### config.mk
export PLATFORM = sky130hd
export DESIGN_NAME = node_join_ctrl
export DESIGN_NICKNAME = d
export VERILOG_FILES = /design/src/rtl/node_join_pkg.sv /design/src/rtl/node_join_lfsr.sv /design/src/rtl/node_join_timer.sv /design/src/rtl/node_join_ctrl.sv
export SDC_FILE = /design/constraint.sdc
export NUM_CORES = 1
export LEC_CHECK = 0
export ABC_AREA = 1
export CAP_MARGIN = 20
export CORE_MARGIN = 3
export CORE_UTILIZATION = 54
export CTS_CLUSTER_SIZE = 28
export DETAILED_ROUTE_END_ITERATION = 10
export PLACE_DENSITY = 0.91
export SLEW_MARGIN = 20
export SYNTH_ARGS = -nofsm -noshare
export SYNTH_HDL_FRONTEND = slang
export SYNTH_SLANG_ARGS = --single-unit
export TNS_END_PERCENT = 10
### constraint.sdc
create_clock -name clk -period 1.9 [get_ports clk]
set_input_delay 0.38 -clock clk [delete_from_list [all_inputs] [get_ports clk]]
set_output_delay 0.38 -clock clk [all_outputs]
set_load 0.005 [all_outputs]
### src/rtl/node_join_pkg.sv
package node_join_pkg;

    localparam int NODE_ADDR_W = 4;
    localparam int SEED_W      = 16;
    localparam logic [SEED_W-1:0] SEED_TAPS = 16'hB400;

    typedef enum logic [2:0] {
        ST_START,
        ST_BACKOFF,
        ST_DEFER,
        ST_CLAIM,
        ST_JOINED
    } join_state_e;

    typedef struct packed {
        logic                   err;
        logic [NODE_ADDR_W-1:0] addr;
    } assign_msg_t;

endpackage

### src/rtl/node_join_lfsr.sv
module node_join_lfsr #(
    parameter int             W     = 16,
    parameter logic [W-1:0]   TAPS  = 16'hB400,
    parameter int             OUT_W = 4
) (
    input  logic             clk,
    input  logic             rst,
    input  logic [W-1:0]     seed_i,
    input  logic             step_i,
    output logic [OUT_W-1:0] next_low_o
);
    logic [W-1:0] q;
    logic [W-1:0] nxt;

    always_comb begin
        nxt = {1'b0, q[W-1:1]} ^ (q[0] ? TAPS : '0);
    end

    assign next_low_o = nxt[OUT_W-1:0];

    always_ff @(posedge clk) begin
        if (rst) begin
            q <= (seed_i == '0) ? W'(1) : seed_i;
        end else if (step_i) begin
            q <= nxt;
        end
    end

    p_lfsr_nonzero_r3: assert property (@(posedge clk) disable iff (rst)
        q != '0);
endmodule

### src/rtl/node_join_timer.sv
module node_join_timer #(
    parameter int DIV   = 4,
    parameter int CNT_W = 4
) (
    input  logic             clk,
    input  logic             rst,
    input  logic             load_i,
    input  logic [CNT_W-1:0] load_val_i,
    output logic             expire_o
);
    localparam int PRE_W = (DIV > 1) ? $clog2(DIV) : 1;
    localparam logic [PRE_W-1:0] PRE_LAST = PRE_W'(DIV - 1);

    logic             armed;
    logic [PRE_W-1:0] pre;
    logic [CNT_W-1:0] cnt;

    assign expire_o = armed && (pre == PRE_LAST) && (cnt == '0);

    always_ff @(posedge clk) begin
        if (rst) begin
            armed <= 1'b0;
            pre   <= '0;
            cnt   <= '0;
        end else if (load_i) begin
            armed <= 1'b1;
            pre   <= '0;
            cnt   <= load_val_i;
        end else if (armed) begin
            if (pre == PRE_LAST) begin
                pre <= '0;
                if (cnt == '0) armed <= 1'b0;
                else           cnt   <= cnt - CNT_W'(1);
            end else begin
                pre <= pre + PRE_W'(1);
            end
        end
    end

    // a fresh load never expires on the following cycle unless one tick is one cycle
    p_load_restarts_r3: assert property (@(posedge clk) disable iff (rst)
        (load_i && DIV > 1) |=> !expire_o);
endmodule

### src/rtl/node_join_ctrl.sv
module node_join_ctrl
    import node_join_pkg::*;
#(
    parameter int TICK_DIV      = 1000,
    parameter int DLY_BITS      = 4,
    parameter int TIMEOUT_TICKS = 64
) (
    input  logic                   clk,
    input  logic                   rst,
    input  logic                   connect_i,
    input  logic [SEED_W-1:0]      seed_i,
    output logic                   det_drive_o,
    input  logic                   det_sense_i,
    input  logic                   asg_stb_i,
    input  logic                   asg_err_i,
    input  logic [NODE_ADDR_W-1:0] asg_addr_i,
    output logic [NODE_ADDR_W-1:0] node_id_o,
    output logic                   id_valid_o,
    output logic                   desc_req_o
);
    localparam int TO_W  = (TIMEOUT_TICKS > 1) ? $clog2(TIMEOUT_TICKS) : 1;
    localparam int CNT_W = (DLY_BITS > TO_W) ? DLY_BITS : TO_W;
    localparam logic [CNT_W-1:0] TO_LOAD = CNT_W'(TIMEOUT_TICKS - 1);

    join_state_e          state_q, state_d;
    assign_msg_t          msg;
    logic                 lfsr_step;
    logic [DLY_BITS-1:0]  dly_code;
    logic                 tmr_load;
    logic [CNT_W-1:0]     tmr_val;
    logic                 tmr_expire;
    logic                 take;

    assign msg = '{err: asg_err_i, addr: asg_addr_i};

    node_join_lfsr #(
        .W     (SEED_W),
        .TAPS  (SEED_TAPS),
        .OUT_W (DLY_BITS)
    ) lfsr_i (
        .clk        (clk),
        .rst        (rst),
        .seed_i     (seed_i),
        .step_i     (lfsr_step),
        .next_low_o (dly_code)
    );

    node_join_timer #(
        .DIV   (TICK_DIV),
        .CNT_W (CNT_W)
    ) timer_i (
        .clk        (clk),
        .rst        (rst),
        .load_i     (tmr_load),
        .load_val_i (tmr_val),
        .expire_o   (tmr_expire)
    );

    always_comb begin
        state_d   = state_q;
        lfsr_step = 1'b0;
        tmr_load  = 1'b0;
        tmr_val   = '0;
        take      = 1'b0;
        unique case (state_q)
            ST_START: begin
                lfsr_step = 1'b1;
                tmr_load  = 1'b1;
                tmr_val   = CNT_W'(dly_code);
                state_d   = ST_BACKOFF;
            end
            ST_BACKOFF: begin
                if (tmr_expire) begin
                    if (det_sense_i) begin
                        state_d = ST_DEFER;
                    end else begin
                        state_d  = ST_CLAIM;
                        tmr_load = 1'b1;
                        tmr_val  = TO_LOAD;
                    end
                end
            end
            ST_DEFER: begin
                if (!det_sense_i) begin
                    state_d  = ST_CLAIM;
                    tmr_load = 1'b1;
                    tmr_val  = TO_LOAD;
                end
            end
            ST_CLAIM: begin
                if (asg_stb_i) begin
                    if (msg.err) begin
                        state_d = ST_START;
                    end else begin
                        take    = 1'b1;
                        state_d = ST_JOINED;
                    end
                end else if (tmr_expire) begin
                    state_d = ST_START;
                end
            end
            ST_JOINED: ;
            default: state_d = ST_START;
        endcase
        if (connect_i) begin
            state_d   = ST_START;
            lfsr_step = 1'b0;
            tmr_load  = 1'b0;
            take      = 1'b0;
        end
    end

    always_ff @(posedge clk) begin
        if (rst) begin
            state_q    <= ST_START;
            node_id_o  <= '0;
            id_valid_o <= 1'b0;
            desc_req_o <= 1'b0;
        end else begin
            state_q    <= state_d;
            desc_req_o <= take;
            if (connect_i) begin
                node_id_o  <= '0;
                id_valid_o <= 1'b0;
            end else if (take) begin
                node_id_o  <= msg.addr;
                id_valid_o <= 1'b1;
            end
        end
    end

    assign det_drive_o = (state_q == ST_CLAIM);

    p_connect_clears_r2: assert property (@(posedge clk) disable iff (rst)
        connect_i |=> (!id_valid_o && node_id_o == '0 && !det_drive_o));

    p_claim_only_free_line_r4: assert property (@(posedge clk) disable iff (rst)
        $rose(det_drive_o) |-> $past(!det_sense_i));

    p_desc_single_pulse_r5: assert property (@(posedge clk) disable iff (rst)
        desc_req_o |=> !desc_req_o);

    p_desc_after_accept_r5: assert property (@(posedge clk) disable iff (rst)
        desc_req_o |-> (id_valid_o && !det_drive_o));

    p_no_claim_when_joined_r5: assert property (@(posedge clk) disable iff (rst)
        id_valid_o |-> !det_drive_o);

    p_err_no_address_r6: assert property (@(posedge clk) disable iff (rst)
        (det_drive_o && asg_stb_i && asg_err_i) |=> (!id_valid_o && !det_drive_o));

    p_joined_holds_r8: assert property (@(posedge clk) disable iff (rst)
        (id_valid_o && !connect_i) |=> (id_valid_o && $stable(node_id_o)));

    p_idle_strobe_ignored_r8: assert property (@(posedge clk) disable iff (rst)
        (!det_drive_o && !id_valid_o && !connect_i) |=> !id_valid_o);
endmodule

==> results.cfg, run 1 <==
[drt]
routed_wl_um = 4820
ant_nets = 0
route.vias.total = 2018
drtPass1Iterations = 4
drt-wirelength-per-cell_um = 12.6
drt_iter0_markers = 104
drc = 0
via_per_inst = 5.26

[place]
place_area_sq_mm = 0.00260
dp_worst_setup_slack_ns = 0.0344
place.gp.congestion = 0.812
place_inst = 375
portBuffers = 32
dp_hpwl_um = 3620

[pwr]
ir_worst_vdd_uv = 478
power_per_cell_area_mw_per_mm2 = 731
power_leakage_nw = 1.17

[sta]
slew_headroom_pct = 73.9
finalHoldViolations = 0
max_freq_mhz = 563
rsz0062_at_grt = yes
setup_slack_ns = 0.123
setup_viol = 0
drv_slew = 0
timing.setup.tns_ns = 0
final.period_utilization_pct = 93.5
timing.final.crit_period_ns = 1.78
worstMarginPinSlew_ns = 0.389
fin_skew_ns = 0.00642

[synthesis]
synthTopCellsByArea = dfxtp_1, edfxtp_1, nand2_1, nor2_1, nand3_1
synth_edf_count = 16
yosys.area.top_type = dfxtp_1
ys_seq_area_share_pct = 45.5
yosys.area.top_type_share_pct = 23.6
synth-seq-cells = 42
synth_common_cells = nand2_1, nor2_1, nand3_1
synth_nets = 325
synth_area_per_cell_sq_um = 7.44
synthDistinctLibCells = 31
ys.flop_type = dfxtp_1
yosysMostFrequentCell = nand2_1
yosysWarningCount = 0
async_reset_ff_share_pct = 0
syn_area_sq_mm = 0.00220
postSynthCellCount = 296

[floorplanning]
boundaryPins = 33
die-area_sq_mm = 0.00488
die_y_um = 69.9
die_x_um = 69.9
start_util_pct = 58.0
rows = 22
core_sq_mm = 0.00380

[critical_path]
critPathMaxFanout = 6
crit_path_start_kind = flip-flop
crit_type = reg2reg
required_ns = 2.13
worst_setup_path_end_kind = flip-flop
crit_arrival_ns = 2.01

[cts]
clock_latency_ns = 0.30
path_clk_slew_ns = 0.08
cts_made_buffers = 5
clock_path_buffers = 2
cts.sinks = 42
ctsHtreeMaxLevel = 2
cts_root_buffer = clkbuf_8
cts_tree = done

[global_routing]
grt_pass1_wl_um = 8510
antenna_found_initial = 0
overflow = 0
grt_max_degree = 18
grt_pass1_vias = 1992
track_usage_pct = 21.3

[min_path]
hp-class = reg2reg

[finish]
area_growth_pct = 22.7
drive_above_1_share_pct = 9.23
fillerInstances = 307
stdcell_area_sq_mm = 0.00270
instances_no_fill = 384
fin_nets = 364
insertedDiodeCount = 0
final_core_util_pct = 71.1

[job]
maxCapViolations = 0

[run_status]
outcome = finished, final reports clean
-- cell families after synthesis --
kind of cell / share of synthesized area, %
xor+xnor: 2.78
flops: 45.5
simple gates: 37.2
fa+ha+maj: 1.70
buf+inv: 6.08
compound gates: 6.82
-- through the flow --
| step | hold WS, ns | power (mW) |
|---|---|---|
| 3_3_place_gp | 0.458 | 1.39 |
| 4_1_cts | 0.480 | 1.99 |
| 6_report | 0.478 | 1.98 |
| 3_5_place_dp | 0.468 | 1.40 |
| 2_1_floorplan | 0.457 | 1.28 |
| 5_1_grt | 0.506 | 2.09 |
-- worst max-delay path: stages (launching register included) --
cell	delay, ns
dfxtp_1	0.37
ha_1	0.20
nand2_1	0.09
inv_1	0.11
nand4_1	0.17
nor2_1	0.31
inv_2	0.12
nand3_1	0.12
nand2_1	0.08
nor2_1	0.13
-- cells in the final DEF, fill, tap and decap left out, types with 4 or more instances in the layout --
master | netlist | final
nand4_1 | 4 | 4
nor2_1 | 43 | 42
edfxtp_1 | 16 | 16
buf_4 | 0 | 5
nand2_1 | 89 | 89
dfxtp_1 | 26 | 24
nand3_1 | 28 | 28
nor2_2 | 3 | 4
nor4_1 | 4 | 4
a21oi_1 | 13 | 13
clkbuf_8 | 0 | 5
o21ai_0 | 8 | 8
xor2_1 | 6 | 6
clkdlybuf4s50_1 | 0 | 32
inv_1 | 24 | 24
nor3_1 | 4 | 4
-- path summary, 6_finish.rpt --
check	cells past startpoint	end	startpoint	slack, ns
worst min register to register	2	node_id_o[3]	node_id_o[3]	0.48
worst min-delay path	2	node_id_o[3]	node_id_o[3]	0.48
worst max-delay path	9	timer_i.cnt[2]	timer_i.pre[0]	0.12
worst max register to register	9	timer_i.cnt[2]	timer_i.pre[0]	0.12
-- timing repair --
| action | in CTS | in global routing |
|---|---|---|
| setup endpoints to repair | 0 | 8 |
| hold buffers | 0 | 0 |
| buffers inserted | 0 | 1 |
| resized for setup | 0 | 3 |
-- report_power, final --
| group | internal (mW) | switching (mW) | total, mW | leakage [nW] |
|---|---|---|---|---|
| clock | 0.258 | 0.328 | 0.587 | 0.0441 |
| sequential | 1.00 | 0.0350 | 1.04 | 0.377 |
| combinational | 0.154 | 0.196 | 0.350 | 0.750 |
-- final cells by class --
cell class,instances,area [sq um],area share [%]
clock buffer,5,68.8,2.55
clock inverter,3,21.3,0.787
inverter,27,101,3.75
multi-input combinational,221,1070,39.6
sequential,42,1000,37.1
tap,48,60.1,2.22
timing repair buffer,38,378,14.0
-- sequential cells by signal, indices dropped and copies added, names as in the netlist --
register,flops
lfsr_i.q,16
node_id_o,4
state_q,3
timer_i.armed,1
id_valid_o,1
timer_i.pre,10
desc_req_o,1
timer_i.cnt,6
-- layer usage --
| metal | share of wire [%] | global-route usage, % |
|---|---|---|
| met4 | 1.8 | 7.23 |
| met1 | 42 | 24.3 |
| met2 | 51 | 37.9 |
| met5 | 0 | 0 |
| met3 | 5.5 | 5.90 |
No activity file was read; power rests on OpenSTA's default activity.
==> run 2: changes to the inputs <==
--- a/config.mk
+++ b/config.mk
@@ -12,6 +12,7 @@
 export CTS_CLUSTER_SIZE = 28
 export DETAILED_ROUTE_END_ITERATION = 10
 export PLACE_DENSITY = 0.91
+export SKIP_CTS_REPAIR_TIMING = 1
 export SLEW_MARGIN = 20
 export SYNTH_ARGS = -nofsm -noshare
 export SYNTH_HDL_FRONTEND = slang
==> results of run 2 <==
The final DEF is identical to that of run 1; final timing and power are the same.
==> run 3: changes to the inputs <==
--- a/config.mk
+++ b/config.mk
@@ -6,7 +6,6 @@
 export NUM_CORES = 1
 export LEC_CHECK = 0
 export ABC_AREA = 1
-export CAP_MARGIN = 20
 export CORE_MARGIN = 3
 export CORE_UTILIZATION = 54
 export CTS_CLUSTER_SIZE = 28
==> results of run 3 <==
The final DEF is identical to that of run 1; final timing and power are the same.
